File: config.mk
export PLATFORM = sky130hd
export DESIGN_NAME = warn_timer
export DESIGN_NICKNAME = d
export VERILOG_FILES = /design/src/rtl/wt_pkg.sv /design/src/rtl/wt_prescaler.sv /design/src/rtl/wt_counter.sv /design/src/rtl/wt_regs.sv /design/src/rtl/warn_timer.sv
export SDC_FILE = /design/constraint.sdc
export NUM_CORES = 1
export LEC_CHECK = 0
export CAP_MARGIN = 5
export CELL_PAD_IN_SITES_DETAIL_PLACEMENT = 1
export CELL_PAD_IN_SITES_GLOBAL_PLACEMENT = 2
export CORE_MARGIN = 3
export CORE_UTILIZATION = 33
export DETAILED_ROUTE_END_ITERATION = 8
export PLACE_DENSITY = 0.87
export SYNTH_ARGS = -nofsm -noshare
export SYNTH_HDL_FRONTEND = slang
export SYNTH_SLANG_ARGS = --single-unit
export TNS_END_PERCENT = 20
File: constraint.sdc
create_clock -name clk -period 4.12 [get_ports clk]
set_input_delay 1.236 -clock clk [delete_from_list [all_inputs] [get_ports clk]]
set_output_delay 1.236 -clock clk [all_outputs]
set_load 0.05 [all_outputs]
File: src/rtl/wt_pkg.sv
// Package: shared register addresses and control bit positions for the
// interval warning timer. Assumes a 2-bit word address bus.
package wt_pkg;
    typedef enum logic [1:0] {
        WT_REG_PRE = 2'd0,
        WT_REG_CNT = 2'd1,
        WT_REG_CTL = 2'd2,
        WT_REG_NONE = 2'd3
    } wt_reg_e;

    localparam int CTL_RUN_BIT = 0;
    localparam int CTL_IE_BIT  = 1;
    localparam int CTL_TO_BIT  = 2;
endpackage

File: src/rtl/wt_prescaler.sv
// Prescaler: counts reference strobes while the effective run state is set
// and emits one tick on every (pre_val+1)-th strobe. It is held at zero while
// stopped, so each start begins a full period. Assumes ref_pulse lasts one
// cycle.
module wt_prescaler #(
    parameter int PRE_W = 8
) (
    input  logic             clk,
    input  logic             rst_n,
    input  logic             run_act,
    input  logic             ref_pulse,
    input  logic [PRE_W-1:0] pre_val,
    output logic             tick
);
    logic [PRE_W-1:0] pre_cnt;

    // Terminal count reached on this strobe; >= covers a prescaler lowered mid-period.
    assign tick = run_act && ref_pulse && (pre_cnt >= pre_val);

    // Advance or wrap the strobe counter; hold at zero while stopped.
    always_ff @(posedge clk) begin
        if (!rst_n || !run_act) begin
            pre_cnt <= '0;
        end else if (ref_pulse) begin
            pre_cnt <= tick ? '0 : pre_cnt + 1'b1;
        end
    end
endmodule

File: src/rtl/wt_counter.sv
// Down counter: loads on request, decrements once per tick while nonzero, and
// flags expiry on the step from one to zero. It never reloads by itself.
// Assumes load_en and tick are never high together (the register block only
// loads while the timer is stopped).
module wt_counter #(
    parameter int CNT_W = 16
) (
    input  logic             clk,
    input  logic             rst_n,
    input  logic             load_en,
    input  logic [CNT_W-1:0] load_val,
    input  logic             tick,
    output logic [CNT_W-1:0] cnt,
    output logic             expire
);
    localparam logic [CNT_W-1:0] ONE = CNT_W'(1);

    // Expiry is the tick that takes the count from one to zero.
    assign expire = tick && (cnt == ONE);

    // Load or count down; saturate at zero.
    always_ff @(posedge clk) begin
        if (!rst_n) begin
            cnt <= '0;
        end else if (load_en) begin
            cnt <= load_val;
        end else if (tick && (cnt != '0)) begin
            cnt <= cnt - ONE;
        end
    end
endmodule

File: src/rtl/wt_regs.sv
// Register block: prescaler and control storage, the run request and its
// strobe-aligned effective copy, the sticky timeout status, and read muxing.
// Assumes ref_pulse marks the reference clock edge at which the run request
// takes effect.
module wt_regs
    import wt_pkg::*;
#(
    parameter int DATA_W = 16,
    parameter int CNT_W  = 16,
    parameter int PRE_W  = 8
) (
    input  logic              clk,
    input  logic              rst_n,
    input  logic              ref_pulse,
    input  logic              bus_sel,
    input  logic              bus_wr,
    input  logic [1:0]        bus_addr,
    input  logic [DATA_W-1:0] bus_wdata,
    input  logic [CNT_W-1:0]  cnt_val,
    input  logic              expire,
    output logic [PRE_W-1:0]  pre_val,
    output logic              load_en,
    output logic [CNT_W-1:0]  load_val,
    output logic              run_req,
    output logic              run_act,
    output logic              irq_en,
    output logic              status,
    output logic [DATA_W-1:0] bus_rdata
);
    logic wr_pre, wr_cnt, wr_ctl;

    // Decode write targets.
    assign wr_pre = bus_sel && bus_wr && (wt_reg_e'(bus_addr) == WT_REG_PRE);
    assign wr_cnt = bus_sel && bus_wr && (wt_reg_e'(bus_addr) == WT_REG_CNT);
    assign wr_ctl = bus_sel && bus_wr && (wt_reg_e'(bus_addr) == WT_REG_CTL);

    // Count load only when the timer is stopped both as requested and in effect.
    assign load_en  = wr_cnt && !run_req && !run_act;
    assign load_val = bus_wdata[CNT_W-1:0];

    // Prescaler, run request and interrupt enable storage.
    always_ff @(posedge clk) begin
        if (!rst_n) begin
            pre_val <= '0;
            run_req <= 1'b0;
            irq_en  <= 1'b0;
        end else begin
            if (wr_pre) pre_val <= bus_wdata[PRE_W-1:0];
            if (wr_ctl) begin
                run_req <= bus_wdata[CTL_RUN_BIT];
                irq_en  <= bus_wdata[CTL_IE_BIT];
            end
        end
    end

    // Run request takes effect at the reference strobe only.
    always_ff @(posedge clk) begin
        if (!rst_n) begin
            run_act <= 1'b0;
        end else if (ref_pulse) begin
            run_act <= run_req;
        end
    end

    // Sticky timeout status: expiry sets, write-one clears, set wins.
    always_ff @(posedge clk) begin
        if (!rst_n) begin
            status <= 1'b0;
        end else if (expire) begin
            status <= 1'b1;
        end else if (wr_ctl && bus_wdata[CTL_TO_BIT]) begin
            status <= 1'b0;
        end
    end

    // Read mux; run bit shows the effective state.
    always_comb begin
        bus_rdata = '0;
        case (wt_reg_e'(bus_addr))
            WT_REG_PRE: bus_rdata = DATA_W'(pre_val);
            WT_REG_CNT: bus_rdata = DATA_W'(cnt_val);
            WT_REG_CTL: begin
                bus_rdata[CTL_RUN_BIT] = run_act;
                bus_rdata[CTL_IE_BIT]  = irq_en;
                bus_rdata[CTL_TO_BIT]  = status;
            end
            default: bus_rdata = '0;
        endcase
    end
endmodule

File: src/rtl/warn_timer.sv
// Top: interval warning timer. Connects the register block, prescaler and
// down counter, and drives the level interrupt. Assumes CNT_W <= DATA_W,
// PRE_W <= DATA_W and DATA_W >= 3.
module warn_timer #(
    parameter int DATA_W = 16,
    parameter int CNT_W  = 16,
    parameter int PRE_W  = 8
) (
    input  logic              clk,
    input  logic              rst_n,
    input  logic              ref_pulse,
    input  logic              bus_sel,
    input  logic              bus_wr,
    input  logic [1:0]        bus_addr,
    input  logic [DATA_W-1:0] bus_wdata,
    output logic [DATA_W-1:0] bus_rdata,
    output logic              irq
);
    logic [PRE_W-1:0] pre_val;
    logic [CNT_W-1:0] load_val, cnt;
    logic load_en, run_req, run_act, irq_en, status, tick, expire;

    wt_regs #(.DATA_W(DATA_W), .CNT_W(CNT_W), .PRE_W(PRE_W)) regs_i (
        .clk(clk), .rst_n(rst_n), .ref_pulse(ref_pulse),
        .bus_sel(bus_sel), .bus_wr(bus_wr), .bus_addr(bus_addr),
        .bus_wdata(bus_wdata), .cnt_val(cnt), .expire(expire),
        .pre_val(pre_val), .load_en(load_en), .load_val(load_val),
        .run_req(run_req), .run_act(run_act), .irq_en(irq_en),
        .status(status), .bus_rdata(bus_rdata)
    );

    wt_prescaler #(.PRE_W(PRE_W)) pre_i (
        .clk(clk), .rst_n(rst_n), .run_act(run_act),
        .ref_pulse(ref_pulse), .pre_val(pre_val), .tick(tick)
    );

    wt_counter #(.CNT_W(CNT_W)) cnt_i (
        .clk(clk), .rst_n(rst_n), .load_en(load_en), .load_val(load_val),
        .tick(tick), .cnt(cnt), .expire(expire)
    );

    // Level interrupt gated by the enable bit.
    assign irq = status && irq_en;
endmodule

==> results of run 1 <==
[cell families after synthesis]
kind of cell    Yosys count
xor+xnor                  6
buf+inv                  27
flops                    36
compound gates           58
fa+ha+maj                12
simple gates            124
mux                      18
[registers in the layout, summed over array words and instances, names as in the netlist]
| signal | cells |
|---|---|
| pre_i.pre_cnt | 8 |
| regs_i.irq_en | 1 |
| regs_i.status | 1 |
| cnt_i.cnt | 16 |
| regs_i.run_act | 1 |
| regs_i.run_req | 1 |
| regs_i.pre_val | 8 |
[routing by layer]
metal | vias up | part of all wire, % | global-route usage (%)
li1 | 1090 | - | -
met1 | 1046 | 49 | 25.7
met2 | 57 | 45 | 29.5
met3 | 7 | 4.9 | 3.87
met4 | 0 | 1.3 | 5.41
met5 | - | 0 | 0
[worst max-delay path, delay by kind of cell]
kind / cells / cell delay [ns]
buffers and inverters: 3 / 0.85
AND/OR/NAND/NOR: 2 / 0.52
[worst paths after layout]
| check | end | slack, ns | cells past startpoint |
|---|---|---|---|
| hold reg to reg | regs_i.status | 0.48 | 2 |
| hold / removal | regs_i.status | 0.48 | 2 |
| setup reg to reg | cnt_i.cnt[2] | 1.12 | 8 |
| setup / recovery | bus_rdata[14] | 0.27 | 5 |
[layout make-up]
cell class                      count  area [sq um]
Clock buffer                        8          90.1
Fill cell                         764          3500
Inverter                           10          37.5
Multi-Input combinational cell    218          1440
Sequential cell                    36           721
Tap cell                           77          96.3
Timing Repair Buffer               46           603
[cell usage after synthesis (all sizes together) (2+ instances only)]
| cell | number |
|---|---|
| nor2 | 26 |
| nor3b | 3 |
| nand4 | 8 |
| buf | 4 |
| a211oi | 7 |
| clkbuf | 13 |
| ha | 12 |
| xor2 | 5 |
| or4 | 3 |
| dfxtp | 36 |
| nor2b | 10 |
| and4 | 3 |
| or3 | 8 |
| a311oi | 2 |
| o21a | 2 |
| nand3 | 12 |
| or2 | 3 |
| nand2 | 19 |
| and2 | 9 |
| nor4 | 4 |
| a31oi | 8 |
| and3 | 2 |
| mux2i | 18 |
| nand2b | 3 |
| a21oi | 3 |
| nor3 | 7 |
| o21ai | 24 |
| inv | 10 |
| a21boi | 3 |
[stage by stage]
stage | util [%] | cells | worst slack (ns) | power, W | hold slack, ns
2_1_floorplan | - | 281 | 0.251 | 0.000471 | 0.439
3_3_place_gp | 44.7 | 387 | 0.342 | 0.000534 | 0.461
3_5_place_dp | 44.7 | 387 | 0.282 | 0.000536 | 0.478
4_1_cts | 46.0 | 395 | 0.264 | 0.000805 | 0.486
5_1_grt | 46.0 | 395 | 0.181 | 0.000841 | 0.527
6_report | 46.0 | 395 | 0.267 | 0.000799 | 0.482
[power by group]
| group | internal, W | leakage (nW) | switching (W) | total, W |
|---|---|---|---|---|
| clock network | 0.000137 | 0.0455 | 0.000132 | 0.000269 |
| registers | 0.000356 | 0.291 | 0.0000123 | 0.000368 |
| logic | 0.0000723 | 0.698 | 0.0000892 | 0.000162 |
==> impl_metrics.json, run 1 <==
{
  "outcome": "finished clean",
  "netlist_area_sq_um": 2270,
  "final_common_cell": "dfxtp_1",
  "wl_microns": 6970,
  "synth_compound_area_share_pct": 16.3,
  "hp-start": "regs_i.status",
  "postCtsHoldBufs": 0,
  "synth.area.mux_share_pct": 7.94,
  "finalSetupViolations": 0,
  "async_flop_share_pct": 0,
  "critPathRequiredTime_ns": 2.88,
  "yosysSeqAreaShare_pct": 31.8,
  "critical_path.cell_chain": "clkdlybuf4s50_1, nor2b_1, buf_4, and2_1, buf_12",
  "cts-root-buf": "clkbuf_8",
  "row_count": 29,
  "synth_top_family_by_area": "simple AND/OR/NAND/NOR gates",
  "final_cell_mix": "dfxtp_1 (36), nor2_1 (26), o21ai_0 (23), clkdlybuf4s50_1 (23), nand2_1 (19)",
  "synth_nets": 316,
  "grt_setup_unrepaired": "no",
  "via_per_inst": 5.57,
  "hpwl_microns": 5210,
  "leakagePower_nw": 1.03,
  "place.gp.congestion": 0.817,
  "synth_cells": 281,
  "hold_viol_final": 0,
  "clk_pin_slew_ns": 0.07,
  "drive_gt1_share_pct": 12.3,
  "maxSlewViolCount": 0,
  "fin_area_sq_um": 2990,
  "clkLatencyLatePin_ns": 0.30,
  "post_synth_num_cell_types": 50,
  "power.density_nw_per_um2": 267,
  "synth-simple-area-share_pct": 30.4,
  "placed_area_sq_um": 2900,
  "grt_max_degree": 25,
  "critical_path.startpoint": "bus_addr[0]",
  "grt_pass1_wl_microns": 11400,
  "min_period_over_period_pct": 93.5,
  "cts.sinks": 36,
  "drv_cap": 0,
  "tns_ns": 0,
  "cts_tree": "yes",
  "die_w_microns": 88.9,
  "grt_use_total_pct": 18.6,
  "finalNetCount": 352,
  "syn_area_per_cell_sq_um": 8.08,
  "fmax_ghz": 0.260,
  "fin_skew_ns": 0.0131,
  "fin_crit_ns": 3.85,
  "drt-initial-drc-count": 90,
  "cts-resized-gates": 0,
  "cp-start-kind": "primary input",
  "core_area_sq_um": 6490,
  "num_vias": 2200,
  "end_kind": "primary output",
  "synth-main-ff-cell": "dfxtp_1",
  "critPathSlowestCell": "clkdlybuf4s50_1",
  "die-area_sq_um": 7910,
  "crit_path_max_fanout": 9,
  "max_slew_margin_pct": 40.5,
  "ios": 40,
  "cts_buffers": 5,
  "initial_core_util_pct": 34.9,
  "dr.pass1.iters": 4,
  "synthAdderAreaFrac_pct": 6.62,
  "arrival_ns": 2.62,
  "antenna_found_initial": 0,
  "wl_per_cell_microns": 17.6,
  "diodes": 0,
  "drc_errors": 0,
  "synth.top_cells.by_area": "dfxtp_1 (32%), mux2i_1 (7.9%), ha_1 (6.6%)",
  "netlist.area_leader.share_pct": 31.8,
  "gr-total-overflow": 0,
  "vdd_drop_max_mv": 0.0978,
  "hp-class": "register to register",
  "slowest_delay_ns": 0.47,
  "yosys_warnings": 0,
  "port_buffers": 39,
  "area_growth_syn_to_layout_pct": 31.8,
  "tightest_slew_ns": 0.888,
  "synth_xor_area_share_pct": 2.32,
  "antenna_left": 0,
  "yosys.area.top_type": "dfxtp_1",
  "grt_pass1_vias": 2197,
  "die_h_microns": 88.9,
  "worst-setup-path-type": "primary input to primary output",
  "cts_setup_buffers": 0,
  "clockBufferDepth": 2,
  "htreeDepth": 2,
  "synth-edff-count": 0,
  "ys_seq_elements": 36,
  "critical_path.reg2reg.startpoint": "pre_i.pre_cnt[0]"
}
(Power assumes the default switching activity.)
==> run 2, diff against run 1 <==
Settings changed: CELL_PAD_IN_SITES_DETAIL_PLACEMENT 1 to 0, CELL_PAD_IN_SITES_GLOBAL_PLACEMENT 2 to 1, CORE_UTILIZATION 33 to 42.
==> run 2 against run 1 <==
  * Final area is 0.71% lower
  * Fmax is 2.3% higher
  * Clock power is 2% lower
  * Worst hold slack better by 0.0070 ns
  * Via count is 0.59% lower
  * Non-clock buffer count is 2 lower
  * Count of clock-buffer cells in the layout is 2 lower
  * Clock skew is 0.0092 ns lower
  * Die area is 20% lower
  * Global-route usage is 2.5 points higher
  * Largest cell class unchanged
  * Flip-flop and latch count stayed put
==> impl_metrics.json, run 2 (synthesized netlist as in run 1, its figures left out) <==
{
  "n_fill_cell": 476,
  "worst-setup-path-type": "primary input to primary output",
  "ios": 40,
  "grt_max_degree": 33,
  "fin_area_sq_um": 2970,
  "htreeDepth": 2,
  "critPathTopFamily": "buffers and inverters",
  "largest_reg_flops": 16,
  "die_h_microns": 79.5,
  "outcome": "finished clean",
  "cts-root-buf": "clkbuf_8",
  "hpwl_microns": 4450,
  "wl_microns": 6160,
  "num_vias": 2187,
  "tightest_slew_ns": 1.04,
  "cts_setup_buffers": 0,
  "diodes": 0,
  "arrival_ns": 2.53,
  "final_common_cell": "dfxtp_1",
  "wl_per_cell_microns": 16.0,
  "min_path_cells": 2,
  "path_depth": 6,
  "worstRegToRegCells": 8,
  "place.gp.congestion": 0.816,
  "area_growth_syn_to_layout_pct": 30.8,
  "die-area_sq_um": 6320,
  "cts_buffers": 5,
  "drt-initial-drc-count": 145,
  "critPathRequiredTime_ns": 2.88,
  "grt_pass1_vias": 2193,
  "antenna_left": 0,
  "setup_ws_ns": 0.354,
  "grt_use_total_pct": 21.2,
  "max_slew_margin_pct": 30.6,
  "grt_pass1_wl_microns": 10600,
  "hp-class": "register to register",
  "initial_core_util_pct": 43.9,
  "vdd_drop_max_mv": 0.115,
  "crit_buf_inv": 3,
  "via_per_inst": 5.67,
  "final_cell_mix": "dfxtp_1 (36), nor2_1 (26), o21ai_0 (23), clkdlybuf4s50_1 (23), nand2_1 (19)",
  "fin_skew_ns": 0.00386,
  "multiInputGateArea_sq_um": 1440,
  "leakagePower_nw": 1.03,
  "finalSetupViolations": 0,
  "postCtsHoldBufs": 0,
  "end_kind": "primary output",
  "crit_path_max_fanout": 13,
  "largest-register": "cnt_i.cnt",
  "critPathSlowestCell": "clkdlybuf4s50_1",
  "placed_area_sq_um": 2880,
  "hold_viol_final": 0,
  "slowest_delay_ns": 0.52,
  "place_ws_ns": 0.357,
  "cts-resized-gates": 0,
  "clkLatencyLatePin_ns": 0.29,
  "maxSlewViolCount": 0,
  "fmax_ghz": 0.266,
  "reg.largest.list": "cnt_i.cnt: 16 flops, pre_i.pre_cnt: 8 flops, regs_i.pre_val: 8 flops",
  "row_count": 26,
  "final_util_pct": 57.4,
  "drv_cap": 0,
  "clockBufferDepth": 2,
  "die_w_microns": 79.5,
  "min_period_over_period_pct": 91.4,
  "finalNetCount": 350,
  "clk_pin_slew_ns": 0.07,
  "drive_gt1_share_pct": 12.3,
  "critical_path.cell_chain": "clkdlybuf4s50_1, nor2b_1, buf_4, nand2_1, o21ai_0, buf_12",
  "antenna_found_initial": 0,
  "fin_crit_ns": 3.77,
  "cts_tree": "yes",
  "drc_errors": 0,
  "gr-total-overflow": 0,
  "timing.hold.ws_ns": 0.489,
  "cts.sinks": 36,
  "cp-start-kind": "primary input",
  "grt_setup_unrepaired": "no",
  "port_buffers": 39,
  "tns_ns": 0,
  "core_area_sq_um": 5170,
  "dr.pass1.iters": 4,
  "power.density_nw_per_um2": 266,
  "regArea_sq_um": 721
}
run 2: worst paths after layout:
check	start	endpoint	slack (ns)
setup / recovery	bus_addr[1]	bus_rdata[0]	0.35
hold / removal	regs_i.status	regs_i.status	0.49
setup reg to reg	pre_i.pre_cnt[0]	pre_i.pre_cnt[6]	1.12
hold reg to reg	regs_i.status	regs_i.status	0.49
run 2: power breakdown:
group	internal (W)	leakage (nW)	switching, W
logic	0.0000711	0.688	0.0000865
clock network	0.000133	0.0510	0.000130
registers	0.000356	0.291	0.0000117
run 2: worst register-to-register path, stage by stage (launching register included):
cell and delay, ns:
dfxtp_1 0.41, inv_1 0.09, ha_1 0.28, nand2b_1 0.14
a2111oi_0 0.61, o32a_1 0.68, buf_4 0.30, nand3_1 0.23
nor2_1 0.19
run 2: final cells by class:
cell class	instances	area share [%]
well taps	70	2.95
inverters	10	1.26
repair buffers	44	19.8
multi-input cells	218	48.6
clock inverters	2	0.337
flip-flops and latches	36	24.3
clock buffers	6	2.78
run 2: per-stage QoR:
step / cells / total power [W]
2_1_floorplan: 281 / 0.000471
3_3_place_gp: 378 / 0.000530
3_5_place_dp: 378 / 0.000532
4_1_cts: 386 / 0.000795
5_1_grt: 386 / 0.000831
6_report: 386 / 0.000789
run 2: metal layers:
| layer | wire (microns) | vias to the layer above | track usage [%] |
|---|---|---|---|
| li1 | - | 1091 | - |
| met1 | 2880 | 1024 | 27.9 |
| met2 | 2810 | 64 | 33.4 |
| met3 | 376 | 8 | 5.76 |
| met4 | 93 | 0 | 6.70 |
| met5 | 0 | - | 0 |
==> run 3, diff against run 2 <==
Settings changed: CORE_MARGIN 3 to default, CORE_UTILIZATION 42 to 43, GPL_TIMING_DRIVEN from default to 0, SYNTH_HIERARCHICAL from default to 1.
==> run 3 against run 2 <==
  * Worst setup slack got worse by 0.25 ns
  * Area after synthesis increased by 7.4%
  * Final area decreased by 0.51%
  * Register-to-register slack got worse by 0.21 ns
  * Critical path depth increased by 4
  * Power increased by 7.0%
  * Non-clock buffer count increased by 18
  * Cell count increased by 4.7%
  * Critical endpoint is now cnt_i/cnt[13]
  * Highest routed layer unchanged
==> impl_metrics.json, run 3 <==
{
  "outcome": "finished clean",
  "cts_buffers": 5,
  "netlist.area_leader.share_pct": 29.6,
  "synth-simple-area-share_pct": 27.9,
  "power.density_nw_per_um2": 286,
  "row_count": 27,
  "hpwl_microns": 4460,
  "max_slew_margin_pct": 19.3,
  "worstRegToRegCells": 10,
  "core_area_sq_um": 5470,
  "worst-setup-path-type": "primary input to register",
  "drc_errors": 0,
  "vdd_drop_max_mv": 0.155,
  "die-area_sq_um": 5970,
  "dr.pass1.iters": 4,
  "min_period_over_period_pct": 97.5,
  "ff2ff_setup_slack_ns": 0.91,
  "stdcell_count": 404,
  "end_kind": "register",
  "tightest_slew_ns": 1.19,
  "grt_use_total_pct": 20.5,
  "cts-root-buf": "clkbuf_8",
  "arrival_ns": 4.20,
  "switching_share_pct": 25.6,
  "reg.largest.list": "cnt_i/cnt: 16 flops, pre_i/pre_cnt: 8 flops, regs_i/pre_val: 8 flops",
  "drv_cap": 0,
  "ys_seq_elements": 36,
  "synth_nets": 327,
  "leakagePower_nw": 1.20,
  "synth.area.mux_share_pct": 7.80,
  "clk_pin_slew_ns": 0.07,
  "fin_skew_ns": 0.00493,
  "critical_path.reg2reg.startpoint": "regs_i/pre_val[7]",
  "slowest_delay_ns": 0.54,
  "synth_cells": 293,
  "num_vias": 2213,
  "via_per_inst": 5.48,
  "switching_power_w": 0.000216,
  "netlist_area_sq_um": 2440,
  "r2r-end": "cnt_i/cnt[13]",
  "antenna_found_initial": 0,
  "initial_core_util_pct": 44.5,
  "ios": 40,
  "critical_path.startpoint": "ref_pulse",
  "yosys.area.top_type": "dfxtp_1",
  "clkLatencyLatePin_ns": 0.29,
  "crit_path_max_fanout": 9,
  "cts_tree": "yes",
  "finalNetCount": 365,
  "crit_end": "cnt_i/cnt[13]",
  "timing.hold.ws_ns": 0.473,
  "critPathRequiredTime_ns": 4.30,
  "gr-total-overflow": 0,
  "critical_path.cell_chain": "clkdlybuf4s50_1, buf_6, inv_4, or3_4, o21ai_4, or4b_4, or3_1, clkbuf_2, o31a_1, o311a_1",
  "power_frac_clock_pct": 40.7,
  "critPathSlowestCell": "or4b_4",
  "htreeDepth": 2,
  "syn_area_per_cell_sq_um": 8.32,
  "final_common_cell": "dfxtp_1",
  "hp-start": "regs_i/pre_val[4]",
  "synth.most_common_cell": "dfxtp_1",
  "placed_area_sq_um": 2840,
  "diodes": 0,
  "synthAdderAreaFrac_pct": 5.65,
  "synth_compound_area_share_pct": 16.6,
  "fmax_ghz": 0.249,
  "synth-edff-count": 0,
  "drt-initial-drc-count": 92,
  "place.gp.congestion": 0.814,
  "grt_max_degree": 12,
  "die_h_microns": 77.3,
  "final_cell_mix": "dfxtp_1 (36), nand2_1 (29), mux2i_1 (19)",
  "p_comb_share_pct": 15.8,
  "clockBufferDepth": 2,
  "pwr-share-seq_pct": 43.5,
  "antenna_left": 0,
  "place_inst": 396,
  "yosys_warnings": 6,
  "grt_pass1_wl_microns": 9690,
  "cp-start-kind": "primary input",
  "largest_reg_flops": 16,
  "maxSlewViolCount": 0,
  "synth_xor_area_share_pct": 2.16,
  "cts.sinks": 36,
  "grt_setup_unrepaired": "no",
  "drive_gt1_share_pct": 13.0,
  "async_flop_share_pct": 0,
  "die_w_microns": 77.3,
  "wl_microns": 5790,
  "grt_pass1_vias": 2056,
  "wl_per_cell_microns": 14.3,
  "synth_top_family_by_area": "simple AND/OR/NAND/NOR gates",
  "post_synth_num_cell_types": 55,
  "hold_viol_final": 0,
  "port_buffers": 31,
  "area_growth_syn_to_layout_pct": 21.2,
  "yosysSeqAreaShare_pct": 29.6,
  "finalSetupViolations": 0,
  "synth_common_cells": "dfxtp_1 (36), nand2_1 (29), mux2i_1 (19)",
  "largest-register": "cnt_i/cnt",
  "synth.top_cells.by_area": "dfxtp_1 (30%), mux2i_1 (7.8%), ha_1 (5.6%)",
  "synth-main-ff-cell": "dfxtp_1",
  "hp-class": "register to register",
  "fin_crit_ns": 4.02,
  "fin_area_sq_um": 2950,
  "internal-power_w": 0.000628
}
[run 3: per-layer routing]
layer	vias up	GRT usage (%)	part of all wire, %	wire [microns]
met2	52	35.0	48	2780
met5	-	0	0	0
met3	4	4.88	4.5	258
li1	1137	-	-	-
met1	1020	25.5	47	2710
met4	0	5.28	0.69	40
[run 3: cell families after synthesis]
logic type,after synthesis
simple gates,119
compound gates,57
buf+inv,45
flops,36
mux,19
fa+ha+maj,11
xor+xnor,6
[run 3: final cells by class]
type / count / area (sq um)
clock buffer: 7 / 96.3
sequential: 36 / 721
buffer: 31 / 195
inverter: 14 / 55.1
tap: 72 / 90.1
fill: 556 / 2520
multi-input combinational: 212 / 1480
clock inverter: 1 / 30.0
timing repair buffer: 31 / 285
[run 3: repair_timing]
| action | CTS | global route |
|---|---|---|
| buffers inserted | 0 | 0 |
| hold buffers | 0 | 0 |
| gates resized for setup | 25 | 5 |
| endpoints found under the setup margin | 21 | 4 |
[run 3: metrics by stage]
step | setup TNS [ns] | setup WS [ns] | power (W) | utilization, %
after floorplan | 0 | 0.272 | 0.000464 | -
after global placement | -5.36 | -0.633 | 0.000508 | 51.9
after detailed placement | -5.90 | -0.663 | 0.000509 | 51.9
after CTS | 0 | 0.0558 | 0.000853 | 54.1
after global routing | 0 | 0.00719 | 0.000888 | 54.0
final | 0 | 0.101 | 0.000844 | 54.0
[run 3: worst min path at each step]
stage,slack (ns),to,cells after the start
2_1_floorplan,0.45,regs_i/irq_en,2
3_3_place_gp,0.46,regs_i/pre_val[3],2
6_report,0.47,regs_i/pre_val[4],2
4_1_cts,0.48,regs_i/pre_val[4],2
5_1_grt,0.49,regs_i/pre_val[3],2
3_5_place_dp,0.47,regs_i/pre_val[4],2
[run 3: power by group through the flow]
stage	registers [W]	clock network, W	logic (W)
global placement	0.000374	0	0.000134
finish	0.000367	0.000344	0.000133
detailed placement	0.000375	0	0.000135
CTS	0.000367	0.000353	0.000134
global route	0.000368	0.000374	0.000146
floorplan	0.000371	0	0.0000932
[run 3: worst max-delay path: cells and delay by family]
| family | cells | cell delay [ns] |
|---|---|---|
| simple gates | 3 | 1.28 |
| buf+inv | 4 | 0.86 |
| compound gates | 3 | 0.81 |
